--- src/rtl/sdclk_pkg.sv ---
// Package: shared types for the SD card clock divider.
// Assumes: the control word places the flag bits directly above the divisor.
package sdclk_pkg;

    // Default divisor width, which sets the slowest achievable rate.
    localparam int SDCLK_DIV_W_DEF = 7;
    // Number of flag bits stored above the divisor.
    localparam int SDCLK_FLAG_W    = 3;

    // Control flags decoded from the control word.
    typedef struct packed {
        logic hs;   // high-speed timing request, stored only
        logic off;  // force the card clock low
        logic en;   // run the card clock
    } sdclk_flags_t;

endpackage

--- src/rtl/sdclk_ctrl_reg.sv ---
// Module: control word register.
// Holds the divisor and flag bits, returns them on the read port and splits
// them into fields. Assumes writes come only from the host side of the chip.
module sdclk_ctrl_reg
    import sdclk_pkg::*;
#(
    parameter int DIV_W  = SDCLK_DIV_W_DEF,
    localparam int CTRL_W = DIV_W + SDCLK_FLAG_W
) (
    input  logic              clk,
    input  logic              rst_n,
    input  logic              we,
    input  logic [CTRL_W-1:0] wdata,
    output logic [CTRL_W-1:0] rdata,
    output logic [DIV_W-1:0]  div_o,
    output sdclk_flags_t      flags_o
);

    logic [CTRL_W-1:0] word_q;

    // Capture the control word on a write; it clears to zero on reset.
    always_ff @(posedge clk) begin
        if (!rst_n) begin
            word_q <= '0;
        end else if (we) begin
            word_q <= wdata;
        end
    end

    // Present the stored word and its decoded fields.
    always_comb begin
        rdata       = word_q;
        div_o       = word_q[DIV_W-1:0];
        flags_o.en  = word_q[DIV_W];
        flags_o.off = word_q[DIV_W+1];
        flags_o.hs  = word_q[DIV_W+2];
    end

endmodule

--- src/rtl/sdclk_div_shadow.sv ---
// Module: active divisor shadow register.
// Copies the programmed divisor into the working copy only when the phase
// generator asks for it (while idle or at a falling transition). Assumes load
// never arrives in the middle of a period.
module sdclk_div_shadow #(
    parameter int DIV_W = 7
) (
    input  logic             clk,
    input  logic             rst_n,
    input  logic             load,
    input  logic [DIV_W-1:0] div_new,
    input  logic             card_clk,
    output logic [DIV_W-1:0] div_act
);

    // Refresh the working divisor only on a load request.
    always_ff @(posedge clk) begin
        if (!rst_n) begin
            div_act <= '0;
        end else if (load) begin
            div_act <= div_new;
        end
    end

    // the working divisor does not change inside a high phase.
    p_div_hold_r7: assert property (@(posedge clk) disable iff (!rst_n)
        (card_clk && $past(card_clk)) |-> $stable(div_act))
        else $error("working divisor changed during a high phase");

endmodule

--- src/rtl/sdclk_phase_gen.sv ---
// Module: half-period counter and card clock toggle.
// Counts div_act+1 system cycles per half period, toggles the card clock and
// produces registered edge strobes that line up with the new level. A start
// spends one arming cycle so the shadow can take the fresh divisor. A stop
// drops the clock at once. Assumes div_act changes only when load is high.
module sdclk_phase_gen #(
    parameter int DIV_W = 7
) (
    input  logic             clk,
    input  logic             rst_n,
    input  logic             run,
    input  logic [DIV_W-1:0] div_act,
    output logic             load,
    output logic             card_clk,
    output logic             rise_o,
    output logic             fall_o
);

    logic [DIV_W-1:0] cnt_q;
    logic             armed_q;
    logic             clk_q;
    logic             terminal;

    // The end of the current half period.
    assign terminal = (cnt_q == div_act);

    // Ask for a new divisor while idle or at the end of a high phase.
    assign load = !armed_q || (terminal && clk_q);

    // Advance the half-period counter and toggle the clock at its end.
    always_ff @(posedge clk) begin
        if (!rst_n) begin
            cnt_q   <= '0;
            armed_q <= 1'b0;
            clk_q   <= 1'b0;
            rise_o  <= 1'b0;
            fall_o  <= 1'b0;
        end else if (!run) begin
            cnt_q   <= '0;
            armed_q <= 1'b0;
            clk_q   <= 1'b0;
            rise_o  <= 1'b0;
            fall_o  <= clk_q;
        end else if (!armed_q) begin
            cnt_q   <= '0;
            armed_q <= 1'b1;
            rise_o  <= 1'b0;
            fall_o  <= 1'b0;
        end else if (terminal) begin
            cnt_q   <= '0;
            clk_q   <= !clk_q;
            rise_o  <= !clk_q;
            fall_o  <= clk_q;
        end else begin
            cnt_q   <= cnt_q + 1'b1;
            rise_o  <= 1'b0;
            fall_o  <= 1'b0;
        end
    end

    assign card_clk = clk_q;

    // the counter never passes the working divisor.
    p_cnt_bound_r3: assert property (@(posedge clk) disable iff (!rst_n)
        cnt_q <= div_act)
        else $error("half-period counter overran the divisor");

    // the rise strobe marks a 0 to 1 transition.
    p_rise_edge_r8: assert property (@(posedge clk) disable iff (!rst_n)
        rise_o |-> (clk_q && !$past(clk_q)))
        else $error("rise strobe without a rising transition");

    // the fall strobe marks a 1 to 0 transition.
    p_fall_edge_r8: assert property (@(posedge clk) disable iff (!rst_n)
        fall_o |-> (!clk_q && $past(clk_q)))
        else $error("fall strobe without a falling transition");

    // the two strobes are mutually exclusive.
    p_strobe_excl_r8: assert property (@(posedge clk) disable iff (!rst_n)
        $onehot0({rise_o, fall_o}))
        else $error("both edge strobes active");

endmodule

--- src/rtl/sd_clk_divider.sv ---
// Module: SD card clock divider top.
// Ties the control register, the divisor shadow and the phase generator
// together. The card clock runs at sysclk/(2*(div+1)) while the enable bit is
// set and the force-off bit is clear. Assumes one system clock domain and a
// synchronous active-low reset.
module sd_clk_divider
    import sdclk_pkg::*;
#(
    parameter int DIV_W  = SDCLK_DIV_W_DEF,
    localparam int CTRL_W = DIV_W + SDCLK_FLAG_W
) (
    input  logic              clk,
    input  logic              rst_n,
    input  logic              cfg_we,
    input  logic [CTRL_W-1:0] cfg_wdata,
    output logic [CTRL_W-1:0] cfg_rdata,
    output logic              card_clk,
    output logic              card_rise,
    output logic              card_fall,
    output logic              hs_timing
);

    logic [DIV_W-1:0] div_prog;
    logic [DIV_W-1:0] div_act;
    sdclk_flags_t     flags;
    logic             run;
    logic             load;

    sdclk_ctrl_reg #(.DIV_W(DIV_W)) u_ctrl (
        .clk     (clk),
        .rst_n   (rst_n),
        .we      (cfg_we),
        .wdata   (cfg_wdata),
        .rdata   (cfg_rdata),
        .div_o   (div_prog),
        .flags_o (flags)
    );

    // The clock runs only when it is enabled and not forced off.
    assign run       = flags.en && !flags.off;
    assign hs_timing = flags.hs;

    sdclk_div_shadow #(.DIV_W(DIV_W)) u_shadow (
        .clk      (clk),
        .rst_n    (rst_n),
        .load     (load),
        .div_new  (div_prog),
        .card_clk (card_clk),
        .div_act  (div_act)
    );

    sdclk_phase_gen #(.DIV_W(DIV_W)) u_phase (
        .clk      (clk),
        .rst_n    (rst_n),
        .run      (run),
        .div_act  (div_act),
        .load     (load),
        .card_clk (card_clk),
        .rise_o   (card_rise),
        .fall_o   (card_fall)
    );

    // a set force-off bit holds the card clock low from the next cycle.
    p_off_low_r5: assert property (@(posedge clk) disable iff (!rst_n)
        flags.off |=> !card_clk)
        else $error("card clock high while forced off");

    // a clear enable bit holds the card clock low from the next cycle.
    p_stop_low_r6: assert property (@(posedge clk) disable iff (!rst_n)
        !flags.en |=> !card_clk)
        else $error("card clock high while disabled");

    // a stopped clock makes no transition.
    p_idle_quiet_r1: assert property (@(posedge clk) disable iff (!rst_n)
        (!run && $past(!run)) |-> (!card_rise && !card_clk))
        else $error("transition while stopped");

endmodule

--- config.mk ---
export PLATFORM = sky130hd
export DESIGN_NAME = sd_clk_divider
export DESIGN_NICKNAME = d
export VERILOG_FILES = /design/src/rtl/sdclk_pkg.sv /design/src/rtl/sdclk_ctrl_reg.sv /design/src/rtl/sdclk_div_shadow.sv /design/src/rtl/sdclk_phase_gen.sv /design/src/rtl/sd_clk_divider.sv
export SDC_FILE = /design/constraint.sdc
export NUM_CORES = 1
export LEC_CHECK = 0
export BUFFER_PORTS_ARGS = -buffer_cell sky130_fd_sc_hd__buf_2
export CAP_MARGIN = 20
export CORE_ASPECT_RATIO = 0.6
export CORE_MARGIN = 2
export CORE_UTILIZATION = 51
export DETAILED_ROUTE_END_ITERATION = 7
export GPL_ROUTABILITY_DRIVEN = 0
export PLACE_DENSITY = 0.76
export REMOVE_ABC_BUFFERS = 1
export SYNTH_ARGS = -nofsm -noshare
export SYNTH_HDL_FRONTEND = slang
export SYNTH_SLANG_ARGS = --single-unit
export TNS_END_PERCENT = 5
--- constraint.sdc ---
create_clock -name clk -period 1.83 [get_ports clk]
set_input_delay 0.183 -clock clk [delete_from_list [all_inputs] [get_ports clk]]
set_output_delay 0.183 -clock clk [all_outputs]
set_load 0.1 [all_outputs]
== Word level (Yosys, flattened, before mapping) ==
Index checks and enable logic that the tools add are counted.

* Flip-flop bits (word level): 28
* Input bits: 13
* Logic and storage cells: 26

* $add $sub $neg: 1
* Eq/ne operators: 1
* Multiplexer cells: 4
* Bitwise gates (word level): 3
* Reduce and logical (&&, ||, !) cells: 10

{| class="wikitable"
|+ Operators with widths
! kind !! number
|-
| adder 7 x 1 -> 7 bit (second input constant) || 1
|-
| == test 7 bit || 1
|-
| two-way mux 1 bit || 4
|-
| AND reduction 2 bit || 2
|-
| AND reduction 4 bit || 1
|-
| OR reduction 4 bit || 1
|-
| zero test 1 bit || 3
|-
| inverter 1 bit || 3
|-
| logical AND 1 bit || 2
|-
| logical OR 1 bit || 1
|}

== Depth between registers and ports, before layout ==
* Depth in word-level cells: 4
* Depth in mapped cells: 5
* Depth with buffers taken out: 5

== Modules after synthesis ==
A second synthesis with hierarchy kept.

* Cells, all modules: 115
* Area, all modules: 1214.9 um2

{| class="wikitable"
|+ Modules (own cells, without submodules)
! module !! times used !! cells each !! area an instance (um2) !! sequential area each (um2)
|-
| sdclk_phase_gen || 1 || 51 || 486.7 || 220.2
|-
| sdclk_ctrl_reg || 1 || 41 || 449.2 || 200.2
|-
| sdclk_div_shadow || 1 || 22 || 265.3 || 140.1
|-
| sd_clk_divider || 1 || 1 || 13.8 || 0.0
|}

== Least setup slack after synthesis ==
Ideal clock, no wire load.

* Kind: flip-flop to flip-flop
* Start point: register u_ctrl.word_q[7] (netlist: u_ctrl.rdata[7])
* End point: register u_phase.cnt_q[2]
* Library setup time: 0.064 ns
* Arrival time: 1.639 ns
* Required time: 1.766 ns
* Path slack: 0.126 ns
* Cell stages (with the launch flop): 5
* Cell sequence: dfxtp_1 -> and3b_1 -> nand2_1 -> a21o_1 -> nor2_1

* Word-level cells in the longest chain between the ends: 3

{| class="wikitable"
|+ RTL lines
! item !! line !! source
|-
| from (decl) || sdclk_ctrl_reg.sv:19 || <nowiki>logic [CTRL_W-1:0] word_q;</nowiki>
|-
| from (signal assigned) || sdclk_ctrl_reg.sv:26 || <nowiki>word_q <= wdata;</nowiki>
|-
| logical AND 1 bit || sd_clk_divider.sv:40 || <nowiki>assign run = flags.en && !flags.off;</nowiki>
|-
| inverter 1 bit (no source line) || - ||
|-
| OR reduction 4 bit (no source line) || - ||
|-
| to (signal assigned) || sdclk_phase_gen.sv:55 || <nowiki>cnt_q <= cnt_q + 1'b1;</nowiki>
|-
| to (decl) || sdclk_phase_gen.sv:19 || <nowiki>logic [DIV_W-1:0] cnt_q;</nowiki>
|}

Every way passes these cells.
A chain may end at the register's enable or synchronous reset.

== Worst setup path in the final report ==
* Start point: register u_phase.cnt_q[0]
* End point: register u_shadow.div_act[3]

* Word-level cells in the longest chain between the ends: 3

{| class="wikitable"
|+ RTL lines
! item !! line !! source
|-
| == test 7 bit || sdclk_phase_gen.sv:25 || <nowiki>assign terminal = (cnt_q == div_act);</nowiki>
|-
| logical AND 1 bit || sdclk_phase_gen.sv:28 || <nowiki>assign load = !armed_q || (terminal && clk_q);</nowiki>
|-
| logical OR 1 bit || sdclk_phase_gen.sv:28 ||
|-
| to (signal assigned) || sdclk_div_shadow.sv:21 || <nowiki>div_act <= div_new;</nowiki>
|-
| to (decl) || sdclk_div_shadow.sv:13 || <nowiki>output logic [DIV_W-1:0] div_act</nowiki>
|}

Every way passes these cells.

==> results by group <==
Drt
  – Wirelength, routed: 2037 µm
  – Routed length per placed instance: 11.91 µm
  – Residual DRC count: 0
  – DR vias/cell: 4.813
  – Via count of the routed design: 823
  – First-pass iteration count of the detailed router: 4
  – Initial detailed-routing violation count: 12
  – Antenna Nets Post-Route: 0

Min path
  – Hold Crit Endpoint: u_ctrl.rdata[6]$_SDFFE_PN0P_
  – Worst hold path class: input port to flip-flop
  – Start point of the worst min-delay path: cfg_wdata[6]
  – Number of cells on the worst hold path: 3

Timing
  – Final hold viol count: 0
  – Slew at the pin closest to its max-slew limit: 486.9 ps
  – Max-Slew Margin vs Limit: 0.6776
  – Time the final worst path needs with I/O delays and setup: 1475 ps
  – Fin crit share: 0.8060
  – Final WS setup: 355.0 ps
  – Final number of max-transition violations: 0
  – Setup repair after global routing missed its margin: false
  – Peak clock frequency supported by timing: 678.0 MHz
  – Setup skew after layout: 7.044 ps
  – Post-Route Hold Slack: 166.5 ps
  – Total setup violations reported at the end of the flow: 0

Clock network
  – Level count of the clock H-tree: 1
  – Post-CTS setup buffers: 0
  – Clock net sink count: 28
  – Clock transition at the register clock pins on the worst setup and hold paths after CTS: 80 ps
  – Clock root buffer: sky130_fd_sc_hd__clkbuf_8
  – Post-CTS sizing: 0
  – Number of buffers inserted during clock tree synthesis: 3
  – TritonCTS clock tree: done
  – Insertion delay to the later sink of the worst-skew pair: 270 ps
  – Hold_buf cts: 0
  – Number of buffers on the longest clock path: 2

GRT
  – Aggregate global routing overflow: 0
  – Maximum number of pins on one net before global-route repair: 26
  – Number of global-route vias before repair: 729
  – Overall track demand over capacity in global routing: 0.1656
  – Number of antenna violations at the first check in global routing: 0
  – First-pass GRT wire length: 3215 µm

Worst setup path
  – Critical path launch point type: flip-flop
  – R2r endpoint: u_shadow.div_act[3]$_SDFFE_PN0P_
  – Max FO, Critical Path: 7
  – Data arrival time of the critical path: 1620 ps
  – WP data required: 1980 ps
  – Setup slack of the worst register-to-register path: 350 ps
  – Start of the worst register-to-register path: u_phase.cnt_q[0]$_SDFF_PP0_
  – Critical path start-end classification: flip-flop to flip-flop
  – Critical Path End Type: flip-flop
  – R2R cell count: 4

Layout
  – # diodes: 0
  – Design Area, Final: 1370 µm²
  – Number of non-filler instances in the completed layout: 171
  – Area Growth Syn to Fin: 17.74%
  – Fraction of layout instances using a drive strength above 1: 0.2411
  – Filler Cells Inserted: 191
  – Layout net count: 156

Die
  – I/O Pins: 27
  – Initial core utilization: 0.5379
  – Full die area: 2692 µm²
  – Standard-cell rows: 13
  – Die boundary height: 41 µm
  – Core box area: 2163 µm²
  – X dimension of the die: 65.67 µm

Placed design
  – Number of port buffers: 26
  – Placed cells: 167
  – Dpl hpwl: 1581 µm
  – Placed cell areas: 1315 µm²
  – Post-placement setup slack: 347.7 ps

Yosys
  – Xor and xnor fraction of the mapped netlist area: 0.09032
  – Cell area after synthesis: 1164 µm²
  – Number of flops mapped to enable cells by yosys: 0
  – Number of warnings reported in the yosys synthesis log: 0
  – Most instantiated cells after synthesis: sky130_fd_sc_hd__dfxtp_1, sky130_fd_sc_hd__mux2i_1, sky130_fd_sc_hd__nand2_1, sky130_fd_sc_hd__nor2b_1, sky130_fd_sc_hd__xor2_1
  – Top cells by area in the synthesized netlist: sky130_fd_sc_hd__dfxtp_1, sky130_fd_sc_hd__mux2i_1, sky130_fd_sc_hd__xor2_1
  – Yosys top cell area share: 0.4817
  – Fraction of the mapped netlist area in compound gates: 0.03011
  – Area share of fa/ha/maj cells after synthesis: 0.01075
  – Yosys cell types: 22
  – Async set or reset register ratio after synthesis: 0
  – Top_reg_cell synth: sky130_fd_sc_hd__dfxtp_1
  – Cell accounting for the most synthesized area: sky130_fd_sc_hd__dfxtp_1
  – Simple-gate portion of the synthesized area: 0.2022
  – Most repeated cell in the gate-level netlist after synthesis: sky130_fd_sc_hd__dfxtp_1
  – Total of flip-flops plus latches after synthesis: 28
  – Part of the Yosys area used for sequential elements: 0.4817
  – Gate Count Post-Synth: 115
  – Combinational family with the most area after synthesis: simple AND/OR/NAND/NOR gates
  – Fraction of synthesized area in multiplexers: 0.1548
  – Average instance area after synthesis: 10.12 µm²

Power
  – Final total power: 1226 µW
  – Static leakage: 0.0006309 µW
  – Peak supply drop: 0.0005936 V
  – Power per standard cell area: 895.1 nW/µm²

Outcome
  – Outcome: finished, final reports clean

Run
  – Maximum capacitance violations: 0
[cells by family (layout without fill, tap and decap cells)]
logic type,after synthesis,in the layout
AND/OR/NAND/NOR,45,45
flip-flops,28,28
multiplexers,18,18
XOR/XNOR,12,12
buffers and inverters,8,34
AO/OA/AOI/OAI,3,3
adder cells (fa/ha/maj),1,1
[flip-flops by register name, summed over array words and instances, names as in the netlist]
signal and cells:
u_phase.card_clk 1, u_phase.armed_q 1, u_phase.rise_o 1, u_ctrl.rdata 10, u_shadow.div_act 7, u_phase.fall_o 1
u_phase.cnt_q 7
[worst max path at each step]
stage                                 start                               end  slack (ps)  cells past startpoint
4_1_cts         u_phase.cnt_q[0]$_SDFF_PP0_  u_shadow.div_act[3]$_SDFFE_PN0P_         340                      4
6_report        u_phase.cnt_q[0]$_SDFF_PP0_  u_shadow.div_act[3]$_SDFFE_PN0P_         350                      4
3_5_place_dp    u_phase.cnt_q[0]$_SDFF_PP0_  u_shadow.div_act[3]$_SDFFE_PN0P_         350                      4
2_1_floorplan  u_ctrl.rdata[9]$_SDFFE_PN0P_      u_ctrl.rdata[9]$_SDFFE_PN0P_        -120                      2
3_3_place_gp    u_phase.cnt_q[0]$_SDFF_PP0_  u_shadow.div_act[0]$_SDFFE_PN0P_         450                      4
5_1_grt         u_phase.cnt_q[0]$_SDFF_PP0_  u_shadow.div_act[3]$_SDFFE_PN0P_         260                      4
[through the flow]
stage / util / setup TNS (ps)
after global routing: 0.6333 / 0
final: 0.6333 / 0
after detailed placement: 0.6079 / 0
after floorplan: - / -120.1
after CTS: 0.6333 / 0
after global placement: 0.6079 / 0
[critical path, stage by stage, from the launching register on]
cell and delay (ps):
sky130_fd_sc_hd__dfxtp_1 340, sky130_fd_sc_hd__xor2_1 180, sky130_fd_sc_hd__nor4_4 420, sky130_fd_sc_hd__a31oi_4 240
sky130_fd_sc_hd__mux2i_1 170
[area by class of cell]
type,count,area [µm²],area share
multi-input cells,79,568.0,0.4146
flip-flops and latches,28,560.5,0.4091
repair buffers,27,137.6,0.1005
clock buffers,4,55.05,0.04018
well taps,30,37.54,0.02740
inverters,3,11.26,0.008219
[per-layer routing]
metal / vias up / wire length (µm) / GRT usage
li1: 426 / - / -
met5: - / 0 / 0
met4: 0 / 17 / 0.05729
met3: 5 / 124 / 0.04945
met2: 20 / 917 / 0.2702
met1: 372 / 978 / 0.2150
[report_power, final]
part           switching (µW)  internal [µW]  total (µW)
Sequential               14.4            630         644
Combinational             156           52.9         209
Clock                     181            193         374
Total                     351            875        1230
[layout by cell type, fill, tap and decap left out, types with 2 or more instances in the layout]
| master | Yosys | final |
|---|---|---|
| sky130_fd_sc_hd__buf_2 | 1 | 26 |
| sky130_fd_sc_hd__nand3_1 | 3 | 3 |
| sky130_fd_sc_hd__nor2_1 | 7 | 7 |
| sky130_fd_sc_hd__clkbuf_8 | 0 | 4 |
| sky130_fd_sc_hd__mux2i_1 | 18 | 18 |
| sky130_fd_sc_hd__xor2_1 | 9 | 9 |
| sky130_fd_sc_hd__nor2b_1 | 10 | 10 |
| sky130_fd_sc_hd__and3_1 | 2 | 2 |
| sky130_fd_sc_hd__dfxtp_1 | 28 | 28 |
| sky130_fd_sc_hd__xnor2_1 | 3 | 3 |
| sky130_fd_sc_hd__nand2_1 | 18 | 18 |
| sky130_fd_sc_hd__inv_1 | 3 | 3 |
Power figures use the tool's default switching activity.
